File: src/rtl/fs_synth_pkg.sv
package fs_synth_pkg;
  localparam int REG_W   = 16;
  localparam int MUL_LSB = 0;
  localparam int MUL_W   = 3;
  localparam int DIV_LSB = 3;
  localparam int DIV_W   = 3;
  localparam int SRC_LSB = 6;
  localparam int SRC_W   = 2;
  localparam int RUN_BIT = 15;

  localparam logic [REG_W-1:0] REG_MASK =
      REG_W'((((1 << MUL_W) - 1) << MUL_LSB) |
             (((1 << DIV_W) - 1) << DIV_LSB) |
             (((1 << SRC_W) - 1) << SRC_LSB) |
             (1 << RUN_BIT));

  typedef struct packed {
    logic             run;
    logic [SRC_W-1:0] src;
    logic [DIV_W-1:0] div;
    logic [MUL_W-1:0] mul;
  } cfg_t;

  function automatic cfg_t unpack_cfg(input logic [REG_W-1:0] w);
    cfg_t c;
    c.run = w[RUN_BIT];
    c.src = w[SRC_LSB +: SRC_W];
    c.div = w[DIV_LSB +: DIV_W];
    c.mul = w[MUL_LSB +: MUL_W];
    return c;
  endfunction
endpackage

File: src/rtl/fs_period_meter.sv
module fs_period_meter #(
  parameter int CNT_W     = 14,
  parameter int FACT_W    = 9,
  parameter int MIN_RATIO = 20,
  localparam int PER_W    = CNT_W + 1
) (
  input  logic              clk,
  input  logic              rst,
  input  logic              restart,
  input  logic              tick,
  input  logic [FACT_W-1:0] factor,
  output logic              locked,
  output logic              rate_err,
  output logic [PER_W-1:0]  period
);
  logic             armed;
  logic             have_prev;
  logic [CNT_W-1:0] cnt;
  logic [PER_W-1:0] prev_p;
  logic [PER_W-1:0] meas;
  logic [31:0]      lim;
  logic             meas_ok;

  assign meas    = {1'b0, cnt} + PER_W'(1);
  assign lim     = 32'(MIN_RATIO) * 32'(factor);
  assign meas_ok = 32'(meas) > lim;

  always_ff @(posedge clk) begin
    if (rst || restart) begin
      armed     <= 1'b0;
      have_prev <= 1'b0;
      cnt       <= '0;
      prev_p    <= '0;
      period    <= '0;
      locked    <= 1'b0;
      rate_err  <= 1'b0;
    end else if (!armed) begin
      cnt <= '0;
      if (tick) armed <= 1'b1;
    end else if (tick) begin
      cnt       <= '0;
      prev_p    <= meas;
      have_prev <= 1'b1;
      period    <= meas;
      rate_err  <= !meas_ok;
      locked    <= have_prev && (meas == prev_p) && meas_ok;
    end else if (cnt == {CNT_W{1'b1}}) begin
      // reference slower than the meter can span
      cnt       <= '0;
      armed     <= 1'b0;
      have_prev <= 1'b0;
      locked    <= 1'b0;
      rate_err  <= 1'b1;
    end else begin
      cnt <= cnt + CNT_W'(1);
    end
  end

  p_lock_on_tick_r5: assert property (@(posedge clk) disable iff (rst)
    $rose(locked) |-> $past(tick));
  p_lock_not_err_r7: assert property (@(posedge clk) disable iff (rst)
    locked |-> !rate_err);
endmodule

File: src/rtl/fs_phase_nco.sv
module fs_phase_nco #(
  parameter int PER_W  = 15,
  parameter int FACT_W = 9
) (
  input  logic              clk,
  input  logic              rst,
  input  logic              run,
  input  logic [FACT_W-1:0] factor,
  input  logic [PER_W-1:0]  period,
  output logic              pulse
);
  logic [PER_W-1:0] acc;
  logic [PER_W:0]   sum;
  logic             wrap;

  assign sum  = {1'b0, acc} + (PER_W+1)'(factor);
  assign wrap = sum >= {1'b0, period};

  always_ff @(posedge clk) begin
    if (rst || !run) begin
      acc   <= '0;
      pulse <= 1'b0;
    end else if (wrap) begin
      acc   <= PER_W'(sum - {1'b0, period});
      pulse <= 1'b1;
    end else begin
      acc   <= PER_W'(sum);
      pulse <= 1'b0;
    end
  end

  p_acc_in_range_r6: assert property (@(posedge clk) disable iff (rst)
    run |-> (acc < period));
endmodule

File: src/rtl/fs_frame_div.sv
module fs_frame_div #(
  parameter int DIV_W     = 3,
  parameter int DIV_SHIFT = 2,
  localparam int FC_W     = (1 << DIV_W) + DIV_SHIFT
) (
  input  logic             clk,
  input  logic             rst,
  input  logic             run,
  input  logic             en,
  input  logic [DIV_W-1:0] div,
  output logic             fsc
);
  logic [FC_W-1:0] cnt;
  logic [FC_W-1:0] last;

  assign last = (FC_W'(1) << (32'(div) + DIV_SHIFT)) - FC_W'(1);

  always_ff @(posedge clk) begin
    if (rst || !run) begin
      cnt <= '0;
      fsc <= 1'b0;
    end else if (en) begin
      if (cnt == last) begin
        cnt <= '0;
        fsc <= 1'b1;
      end else begin
        cnt <= cnt + FC_W'(1);
        fsc <= 1'b0;
      end
    end
  end

  p_fsc_on_enable_r9: assert property (@(posedge clk) disable iff (rst)
    $rose(fsc) |-> $past(en));
endmodule

File: src/rtl/fs_clk_synth.sv
module fs_clk_synth
  import fs_synth_pkg::*;
#(
  parameter int CNT_W     = 14,
  parameter int MIN_RATIO = 20,
  parameter int DIV_SHIFT = 2,
  localparam int NSRC     = 1 << SRC_W,
  localparam int FACT_W   = (1 << MUL_W) + 1,
  localparam int PER_W    = CNT_W + 1
) (
  input  logic             clk,
  input  logic             rst,
  input  logic             wr_en,
  input  logic [REG_W-1:0] wr_data,
  output logic [REG_W-1:0] rd_data,
  input  logic [NSRC-1:0]  ref_tick,
  input  logic [NSRC-1:0]  frm_in,
  output logic             gdcl_en,
  output logic             fsc,
  output logic             lock,
  output logic             rate_err
);
  logic [REG_W-1:0]  cfg_q;
  cfg_t              cfg;
  logic [FACT_W-1:0] factor;
  logic              restart;
  logic              tick_sel;
  logic              frm_sel;
  logic              locked;
  logic              err;
  logic [PER_W-1:0]  period;
  logic              nco_pulse;
  logic              fsc_int;
  logic              gdcl_q;
  logic              byp_fsc_q;

  assign cfg      = unpack_cfg(cfg_q);
  assign factor   = FACT_W'(1) << ({1'b0, cfg.mul} + 4'd1);
  assign restart  = wr_en || !cfg.run;
  assign tick_sel = ref_tick[cfg.src];
  assign frm_sel  = frm_in[cfg.src];

  always_ff @(posedge clk) begin
    if (rst)        cfg_q <= '0;
    else if (wr_en) cfg_q <= wr_data & REG_MASK;
  end

  fs_period_meter #(
    .CNT_W(CNT_W), .FACT_W(FACT_W), .MIN_RATIO(MIN_RATIO)
  ) u_meter (
    .clk(clk), .rst(rst), .restart(restart), .tick(tick_sel),
    .factor(factor), .locked(locked), .rate_err(err), .period(period)
  );

  fs_phase_nco #(.PER_W(PER_W), .FACT_W(FACT_W)) u_nco (
    .clk(clk), .rst(rst), .run(locked), .factor(factor),
    .period(period), .pulse(nco_pulse)
  );

  fs_frame_div #(.DIV_W(DIV_W), .DIV_SHIFT(DIV_SHIFT)) u_frame (
    .clk(clk), .rst(rst), .run(locked), .en(nco_pulse),
    .div(cfg.div), .fsc(fsc_int)
  );

  always_ff @(posedge clk) begin
    if (rst) begin
      gdcl_q    <= 1'b0;
      byp_fsc_q <= 1'b0;
    end else begin
      gdcl_q    <= cfg.run ? (nco_pulse && locked) : tick_sel;
      byp_fsc_q <= frm_sel;
    end
  end

  assign gdcl_en  = gdcl_q;
  assign fsc      = cfg.run ? fsc_int : byp_fsc_q;
  assign lock     = locked;
  assign rate_err = err;
  assign rd_data  = cfg_q;

  p_reserved_zero_r2: assert property (@(posedge clk) disable iff (rst)
    (rd_data & ~REG_MASK) == '0);
  p_bypass_no_lock_r3: assert property (@(posedge clk) disable iff (rst)
    !cfg.run |-> !lock);
  p_idle_unlocked_r10: assert property (@(posedge clk) disable iff (rst)
    ($past(cfg.run) && !$past(locked)) |-> !gdcl_en);
endmodule

File: config.mk
export PLATFORM = sky130hd
export DESIGN_NAME = fs_clk_synth
export DESIGN_NICKNAME = d
export VERILOG_FILES = /design/src/rtl/fs_synth_pkg.sv /design/src/rtl/fs_period_meter.sv /design/src/rtl/fs_phase_nco.sv /design/src/rtl/fs_frame_div.sv /design/src/rtl/fs_clk_synth.sv
export SDC_FILE = /design/constraint.sdc
export NUM_CORES = 1
export LEC_CHECK = 0
export ABC_AREA = 1
export BUFFER_PORTS_ARGS = -buffer_cell sky130_fd_sc_hd__buf_4
export CORE_MARGIN = 2
export CORE_UTILIZATION = 37
export CTS_CLUSTER_SIZE = 14
export DETAILED_ROUTE_END_ITERATION = 8
export PLACE_DENSITY = 0.67
export SETUP_SLACK_MARGIN = 0.05
export SLEW_MARGIN = 0
export SYNTH_ARGS = -nofsm -noshare
export SYNTH_HDL_FRONTEND = slang
export SYNTH_SLANG_ARGS = --single-unit
File: constraint.sdc
create_clock -name clk -period 3 [get_ports clk]
set_input_delay 0.15 -clock clk [delete_from_list [all_inputs] [get_ports clk]]
set_output_delay 0.15 -clock clk [all_outputs]
set_load 0.03 [all_outputs]
==> impl.org, run 1 <==
** STA
- The total count of hold-check failures in the final report was 0.
- Setup repair after global routing could not meet its margin everywhere.
- Timing would allow up to 314.0 MHz.
- The tightest hold path in the finished design has a slack of 0.03960 ns.
- Crit path time final :: ~3.2 ns
- Final setup violation count :: 18
- Measured against its own limit, the worst slew margin works out to 0.4973.
- Clock Skews :: 0.009669 ns
- For the pin with the worst max-slew slack, the measured transition is around 0.75 ns.
- Setup slack of the critical path after layout :: -0.1848 ns
- Final slew viol count :: 0
- Final clock period utilization by the worst path :: 1.062

** Outcome
- The flow ran to the end, but the final reports show violations.
- The checks that failed: negative setup slack.

** Critical path
- STA classifies the critical path startpoint as a flip-flop.
- The worst register-to-register path begins at rd_data[1].
- Data on the critical path is required at its endpoint by ~3.2 ns.
- CP Class :: flip-flop to flip-flop
- Worst setup path start :: rd_data[1]
- Along the worst path, the maximum fanout reaches 7.
- The worst register-to-register path has a depth of 20.
- For flop-to-flop paths, the worst setup slack is -0.18 ns.
- Category of the worst setup path capture point :: flip-flop
- Data arrival time at the worst-slack endpoint :: 3.42 ns

** Final layout
- Area of the multi-input gates :: around 0.004 mm2
- Of the cells placed in the final design, the portion with a size suffix greater than 1 is 0.2688.
- From synthesis to final layout, the design area changed by 35.89%.
- In the final design database the tool counted a little over 1000 nets.
- 0 antenna diodes ended up in the layout.
- Once layout is complete, the utilization of the core stands at 0.5164.
- Post-route cell area :: 0.007505 mm2
- FF+latch area :: around 0.0014 mm2
- Layout filler cell count :: 1350

** Logic synthesis
- Mean post-synth cell area :: approximately 6.8 um2
- The share of synthesized area in the top cell type comes to 0.2574.
- Compound-gate portion of the synthesized area :: 0.1237
- Post-synth ARST share :: 0
- Cell count after synthesis :: between 800 and 900
- After synthesis, the largest family of logic cells by area is simple AND/OR/NAND/NOR gates.
- The Yosys step of the flow raised 0 warnings.
- Number of flops mapped to enable cells by yosys :: 0
- Distinct cell type count of the synthesized netlist :: between 40 and 50
- Fraction of synthesized cell area in xor and xnor cells :: 0.07454
- Mapped Area :: 0.005523 mm2
- Top_reg_cell synth :: sky130_fd_sc_hd__dfxtp_1
- The biggest area contributor in the post-synthesis netlist is sky130_fd_sc_hd__dfxtp_1.
- Synthesis inferred 71 register bits.
- Proportion of synthesized area in mux cells :: 0
- Simple-gate share of the synthesized area :: 0.3101
- For this run, the register share of the synthesized area comes to 0.2574.
- Largest cells by area after synthesis :: sky130_fd_sc_hd__dfxtp_1 26%, sky130_fd_sc_hd__nand2_1 13%, sky130_fd_sc_hd__ha_1 12%
- Post-synthesis share of cell area spent on full adders, half adders and majority gates :: 0.1332

** Power and ir drop
- Cell internal pwr :: 0.001817 W
- Of the total power, registers draw 0.381.
- The analysis attributes to net switching a power of 0.0007298 W.
- Total leakage power :: about 3.6 nW
- The share of total power dissipated in the clock network is 0.407.
- Sw Share :: 0.2865
- Peak supply drop :: roughly 0.28 mV
- Part of the power in combinational logic :: 0.213
- Pwr/cell area :: approximately 340 mW/mm2

** Worst hold path
- Worst hold path stage count :: 3
- Worst hold path startpoint :: wr_data[15]
- The path class of the tightest hold or removal check is input port to flip-flop.

** Floorplan
- Die outline height :: 126.2 um
- In this run the core area contains 44 standard-cell rows.
- The core region is ~0.015 mm2.
- In this run the count of I/O pins placed on the die edge is between 40 and 50.
- For this configuration, the core starts out at a cell density of 0.3800.
- From left edge to right edge, the die measures between 100 and 150 um.
- Die outline area :: between 0.015 and 0.02 mm2

** Clock tree
- TritonCTS created 9 clock buffers.
- Sink Count :: 71
- CTS Root Buffer Type :: sky130_fd_sc_hd__clkbuf_16
- Clock-pin slew of the registers on the worst-case setup and hold paths :: around 0.050 ns
- Later-pin clock latency in the skew report :: ~0.35 ns
- TritonCTS built the clock tree.
- H-tree depth :: 3
- Maximum clock insertion buffer count :: 2

** GRT
- Total global routing track utilization :: 0.1905
- GRT overflow :: 0
- The via count of the first global-routing pass came to just over 5000.
- Entering global routing, the biggest net connects 18 pins.
- Number of antenna violations at the first check in global routing :: 0
- The first global-routing pass estimated between 20000 and 25000 um of wire.

** Detailed routing
- In the final routed layout, each cell accounts on average for roughly 13 um.
- The first detailed-routing pass took 5 iterations.
- For this block, the routed nets add up to approximately 15000 um of wire.
- Summing over every cut layer, the via total after detailed routing is between 5000 and 6000.
- Post-route antenna net violation count :: 0
- Using the TritonRoute via totals, the vias-per-cell ratio works out to slightly below 5.
- For this run, design rule violations remaining after detail routing come to 0.
- Count of routing violations after the opening detailed-route iteration :: 304

** Placed design
- Final Wtd Congestion :: ~0.89
- Summing all placed instances gives a cell area of approximately 0.0067 mm2.
- Estimated wirelength of the detail-placed design :: 11350 um
- OpenSTA, run right after detailed placement, puts the worst setup slack at -0.3119 ns.
- During placement, the flow inserted port buffers numbering 32.

** Flow run
- Number of max-cap violations :: 0
-- layer usage --
metal / global-route usage / wire [um] / share of wire
met1: 0.2588 / 7144 / 0.48
met2: 0.3027 / 6890 / 0.46
met3: 0.04588 / 765 / 0.051
met4: 0.05236 / 189 / 0.013
met5: 0 / 0 / 0
-- Yosys cell counts (all sizes together) (5+ instances only) --
| library cell | number |
|---|---|
| nor2 | 84 |
| dfxtp | 71 |
| o21ai | 48 |
| nor3 | 11 |
| a21o | 6 |
| xor2 | 34 |
| or2 | 5 |
| nand3 | 53 |
| inv | 120 |
| ha | 54 |
| buf | 12 |
| nand2 | 207 |
| a21oi | 63 |
| nand4 | 17 |
| xnor2 | 13 |
-- final cells by class --
class | count | share of cell area
Tap cell | 184 | 0.03068
Timing Repair Buffer | 126 | 0.1335
Clock buffer | 13 | 0.03601
Sequential cell | 71 | 0.1909
Clock inverter | 3 | 0.002334
Inverter | 120 | 0.06135
Multi-Input combinational cell | 623 | 0.5452
-- placed cells by master (no fill, tap or decap), types with 3 or more instances in the layout --
master and n:
sky130_fd_sc_hd__conb_1 12, sky130_fd_sc_hd__nor3_1 8, sky130_fd_sc_hd__nand2_2 21, sky130_fd_sc_hd__o21ai_0 37, sky130_fd_sc_hd__nand2_4 10, sky130_fd_sc_hd__o21ai_2 3
sky130_fd_sc_hd__clkbuf_16 10, sky130_fd_sc_hd__nand3_1 49, sky130_fd_sc_hd__a21oi_1 48, sky130_fd_sc_hd__a21oi_4 3, sky130_fd_sc_hd__dfxtp_4 3, sky130_fd_sc_hd__nand3_2 3
sky130_fd_sc_hd__o21ai_4 3, sky130_fd_sc_hd__ha_1 39, sky130_fd_sc_hd__nand4_1 15, sky130_fd_sc_hd__nor2_1 65, sky130_fd_sc_hd__a21o_1 6, sky130_fd_sc_hd__clkbuf_8 3
sky130_fd_sc_hd__xnor2_1 12, sky130_fd_sc_hd__dfxtp_1 68, sky130_fd_sc_hd__a21oi_2 12, sky130_fd_sc_hd__buf_4 119, sky130_fd_sc_hd__ha_4 14, sky130_fd_sc_hd__nand2_1 176
sky130_fd_sc_hd__nor2_2 8, sky130_fd_sc_hd__inv_1 113, sky130_fd_sc_hd__buf_6 3, sky130_fd_sc_hd__inv_2 5, sky130_fd_sc_hd__xor2_1 32, sky130_fd_sc_hd__o21ai_1 5
sky130_fd_sc_hd__or2_1 3, sky130_fd_sc_hd__nor2_4 11
-- worst paths after layout --
path	endpoint
worst max-delay path	u_nco.acc[10]
worst min-delay path	rd_data[15]
worst max register to register	u_nco.acc[10]
worst min register to register	u_frame.fsc
-- sequential cells by signal (all words and copies together) (netlist names) --
register / flops
u_nco.acc: 15
u_frame.fsc: 1
byp_fsc_q: 1
u_meter.have_prev: 1
u_meter.locked: 1
u_meter.armed: 1
u_meter.cnt: 14
gdcl_en: 1
rd_data: 9
u_frame.cnt: 10
u_nco.pulse: 1
u_meter.rate_err: 1
u_meter.prev_p: 15
-- power groups by stage --
stage	registers, W	clock network (W)	logic [W]
after floorplan	0.00101	0	0.000292
after global placement	0.000987	0	0.000480
final	0.000969	0.00104	0.000542
after CTS	0.000969	0.00105	0.000515
after global routing	0.000970	0.00111	0.000598
after detailed placement	0.000988	0	0.000484
-- worst max-delay path, stage by stage, from the launching register on --
cell and delay, ns:
sky130_fd_sc_hd__dfxtp_4 0.41, sky130_fd_sc_hd__nand2_4 0.09, sky130_fd_sc_hd__nor2_4 0.15, sky130_fd_sc_hd__ha_4 0.23, sky130_fd_sc_hd__a21oi_4 0.16, sky130_fd_sc_hd__o21ai_4 0.10, sky130_fd_sc_hd__a21oi_2 0.15, sky130_fd_sc_hd__nand2_2 0.10
sky130_fd_sc_hd__xor2_2 0.16, sky130_fd_sc_hd__ha_1 0.36, sky130_fd_sc_hd__a21oi_2 0.16, sky130_fd_sc_hd__o21ai_1 0.07, sky130_fd_sc_hd__a21oi_1 0.12, sky130_fd_sc_hd__nand2_1 0.11, sky130_fd_sc_hd__o21ai_2 0.14, sky130_fd_sc_hd__inv_2 0.08
sky130_fd_sc_hd__nor2_4 0.12, sky130_fd_sc_hd__nor2_4 0.07, sky130_fd_sc_hd__clkbuf_16 0.18, sky130_fd_sc_hd__nand2_2 0.05, sky130_fd_sc_hd__nand2_1 0.04
-- repair_timing --
item / 4_1_cts / 5_1_grt
hold endpoints to repair: 2 / 0
endpoints found under the setup margin: 18 / 20
pin swaps: 23 / 30
resized for setup: 48 / 31
hold buffers: 1 / 0
cloned: 0 / 1
setup buffers: 5 / 13
-- logic make-up after synthesis --
logic type | after synthesis
flip-flops | 71
XOR/XNOR | 47
AO/OA/AOI/OAI | 126
AND/OR/NAND/NOR | 381
adder cells (fa/ha/maj) | 57
other | 1
buffers and inverters | 135
-- stage by stage --
step                total power, W  setup TNS (ns)  std cells
floorplan                 0.001300         -0.8414        829
global placement          0.001468          -3.700       1104
detailed placement        0.001472          -4.657       1104
CTS                       0.002537          -1.902       1126
global route              0.002675          -6.097       1140
finish                    0.002547          -2.828       1140
Note: power is estimated with default switching activity, not from simulation.
==> inputs of run 2 (changes only) <==
--- a/config.mk
+++ b/config.mk
@@ -12,7 +12,6 @@
 export CTS_CLUSTER_SIZE = 14
 export DETAILED_ROUTE_END_ITERATION = 8
 export PLACE_DENSITY = 0.67
-export SETUP_SLACK_MARGIN = 0.05
 export SLEW_MARGIN = 0
 export SYNTH_ARGS = -nofsm -noshare
 export SYNTH_HDL_FRONTEND = slang
==> run 2 against run 1 <==
Against the previous run: the run still ends with negative setup slack left; critical path depth rose by 2; routed wire length increased by 0.59%; critical path type unchanged; global-route usage decreased by 0.65 points; fmax shrank 2.5%; via count grew 0.25%; combinational power barely moved; worst setup slack got worse by 0.082 ns; flip-flop and latch count unchanged; sequential power barely moved; non-clock buffer count increased by 1; critical endpoint is now u_nco.acc[11]; final area is 0.53% higher.
==> impl.org, run 2 (synthesis gave the netlist of run 1 again) <==
** Final layout
- The antenna diode instance count was 0 (unchanged).
- Share of layout cells above drive strength 1 :: 0.2800 (+0.01121)
- The net count of the finished layout was 1036 (+0.097%).
- Layout filler cell count :: 1374 (+1.8%)
- Leaving out fill and tap cells, the most frequent cells in the layout are 172 x sky130_fd_sc_hd__nand2_1, 122 x sky130_fd_sc_hd__buf_4, 109 x sky130_fd_sc_hd__inv_1, 68 x sky130_fd_sc_hd__nor2_1, 68 x sky130_fd_sc_hd__dfxtp_1.
- Layout area overhead :: 36.61%
- The post-layout instance count excluding filler cells came to 1141 (+0.088%).
- In the final layout, the registers with the most flip-flops are u_meter.prev_p (15), u_nco.acc (15), u_meter.cnt (14).
- The share of the core filled with cells is 0.5191 (+0.002755).
- Most common cell after layout, fill and taps aside :: sky130_fd_sc_hd__nand2_1

** STA
- Highest clock frequency the design can meet :: 306.1 MHz (-2.5%)
- The total count of hold-check failures in the final report was 0 (unchanged).
- Crit path time final :: 3.266 ns (+0.08166 ns)
- Worst hold margin :: 0.02902 ns (-0.01059 ns)
- Setup repair after global routing missed its margin :: yes
- The worst slew margin relative to its limit came to 0.5236 (+0.02634).
- The clock tree skew after final layout came to 0.007207 ns (-0.002462 ns).
- Final slew viol count :: 0 (unchanged)
- Final setup violation count :: 18 (unchanged)
- The worst-margin pin slew came to 0.7125 ns (-0.03940 ns).
- Final clock period utilization by the worst path :: 1.089 (+0.02722)
- The final critical-path setup slack is -0.2665 ns (-0.08166 ns).

** Clock tree
- The total clock buffers created by CTS is 9 (unchanged).
- Maximum clock insertion buffer count :: 2 (unchanged)
- The number of sinks handled by clock tree synthesis came to 71 (unchanged).
- The clock latency reported for the late side of the worst-skew pair is 0.34 ns (about the same).
- TritonCTS clock tree :: done
- CTS placed an instance of sky130_fd_sc_hd__clkbuf_16 at the clock tree root.
- The clock transition time at the flip-flop clock pins of the worst setup and hold paths came to 0.06 ns (about the same).
- The count of H-tree levels built during CTS is 3 (unchanged).

** Detailed routing
- Via Count :: 5514 (+0.25%)
- The vias per cell was 4.833 (+0.17%).
- The total iterations of the first detailed-routing run was 5 (unchanged).
- The remaining antenna violation count after routing is 0 (unchanged).
- Drt total wl :: 15080 um (+0.59%)
- DRC viols :: 0 (unchanged)
- The DRC marker count from the first detailed-route iteration was 381 (+25%).
- Routed WL per cell :: 13.22 um (+0.51%)

** Critical path
- Cell repeated most along the worst path :: sky130_fd_sc_hd__nor2_4
- STA classifies the critical path startpoint as a flip-flop.
- Kind of cell with the highest combined delay on the critical path :: simple AND/OR/NAND/NOR gates
- Traced cell by cell, the critical path runs through inv_4 -> nand2_4 -> nor2_4 -> ha_4 -> buf_4 -> nand2_2 -> buf_4 -> nor2_4 -> a21oi_1 -> xnor2_1 -> ha_1 -> nand2_2 -> o21ai_1 -> a21oi_1 -> nand2_1 -> o21ai_2 -> inv_2 -> nor2_4 -> nor2_4 -> clkbuf_16 -> nand2_2 -> nand2_1.
- The slowest stage of the critical path belongs to the cell sky130_fd_sc_hd__dfxtp_4.
- STA classifies the critical path endpoint as a flip-flop.
- The buffering stage count on the worst path with inverters included came to 5 (+3).
- The critical path data arrival time came to 3.50 ns (+0.08 ns).
- The required time reported for the critical path endpoint was 3.23 ns (about the same).
- Maximum net fanout on the critical path :: 6 (-1)
- CP Class :: flip-flop to flip-flop
- The biggest cell delay along the critical path is 0.43 ns (+0.02 ns).

** GRT
- Number of antenna violations at the first check in global routing :: 0 (unchanged)
- The first-pass GRT wire length was 23690 um (-3.3%).
- The via count of the first global-routing pass is 4975 (-4.0%).
- The total global routing overflow is 0 (unchanged).
- The maximum number of pins on one net before global-route repair is 22 (+4).
- Total global routing track utilization :: 0.1841 (-0.006469)

** Power and ir drop
- Total Power :: 0.002569 W (+0.85%)
- The internal power is 0.001860 W (+2.3%).
- The worst IR drop on VDD was 0.2943 mV (+5.1%).
- The reported net switching power is 0.0007089 W (-2.9%).
- Sw Share :: 0.2760 (-0.01053)
- Part of the power in combinational logic :: 0.211 (-0.002)
- Power share of the clock group :: 0.411 (+0.004)
- The power density relative to cell area came to 340.5 mW/mm2 (+0.31%).
- The part of the total power dissipated in sequential elements was 0.378 (-0.003).
- Total leakage power :: 3.680 nW (+1.1%)

** Flow run
- Number of max-cap violations :: 0 (unchanged)

** Worst hold path
- Classification of the worst-slack hold path :: input port to flip-flop

** Floorplan
- X dimension of the die :: 126.2 um (unchanged)
- Die outline area :: 0.01592 mm2 (unchanged)
- Number of ports placed on the die boundary :: 47 (unchanged)
- The initial standard-cell utilization of the core is 0.3800 (unchanged).
- Core footprint :: 0.01453 mm2 (unchanged)
- Number of core rows :: 44 (unchanged)
- The height of the chip came to 126.2 um (unchanged).

** Placed design
- The worst slack at placement is -0.2946 ns (+0.01734 ns).
- The detailed placer's ending HPWL was 11310 um (-0.33%).
- The count of port buffers added during placement was 32 (unchanged).
- The routability-driven placement congestion ratio was 0.8578 (-3.1%).
- The count of placed standard cells including taps came to 1101 (-0.27%).

** Outcome
- Violations in the final reports :: negative setup slack
- Run status :: finished, violations left
-- run 2: final timing paths --
| kind | slack (ns) | endpoint | from | cells after the start |
|---|---|---|---|---|
| max | -0.27 | u_nco.acc[11] | rd_data[1] | 22 |
| max reg2reg | -0.27 | u_nco.acc[11] | rd_data[1] | 22 |
| min reg2reg | 0.46 | u_frame.fsc | u_frame.fsc | 2 |
| min | 0.03 | rd_data[3] | wr_data[3] | 3 |
-- run 2: worst min-delay path: cells and delay by family --
family        cells  cell delay, ns
simple gates      2            0.11
buf+inv           1            0.08
-- run 2: layout make-up --
type,instances,area (um2),area share
clock buffer,12,246.5,0.03267
clock inverter,4,45.04,0.005970
inverter,120,460.4,0.06103
multi-input combinational,623,4128,0.5471
sequential,71,1433,0.1899
tap,184,230.2,0.03051
timing repair buffer,127,1002,0.1328
-- run 2: repair_timing --
action,in CTS,in global routing
endpoints found under the hold margin,1,0
setup endpoints to repair,18,18
resized for setup,40,51
pin swaps,29,31
hold buffers,1,0
buffers inserted,16,6
gates cloned,0,1
-- run 2: through the flow --
stage | TNS [ns] | area [um2]
global route | -6.705 | 7545
global placement | -3.397 | 6660
finish | -3.671 | 7545
floorplan | -0.8428 | 5748
CTS | -1.715 | 7252
detailed placement | -4.062 | 6660
-- run 2: metal layers --
layer | track usage | up-vias | share of wire
met4 | 0.05365 | 0 | 0.018
met1 | 0.2505 | 2469 | 0.47
li1 | - | 2893 | -
met2 | 0.2925 | 129 | 0.46
met3 | 0.04121 | 23 | 0.049
met5 | 0 | - | 0
-- run 2: power groups by stage --
stage          sequential (W)  clock [W]  combinational (W)
6_report             0.000971    0.00106           0.000542
5_1_grt              0.000971    0.00112           0.000604
4_1_cts              0.000970    0.00108           0.000515
3_5_place_dp         0.000988          0           0.000481
3_3_place_gp         0.000987          0           0.000481
2_1_floorplan         0.00101          0           0.000292
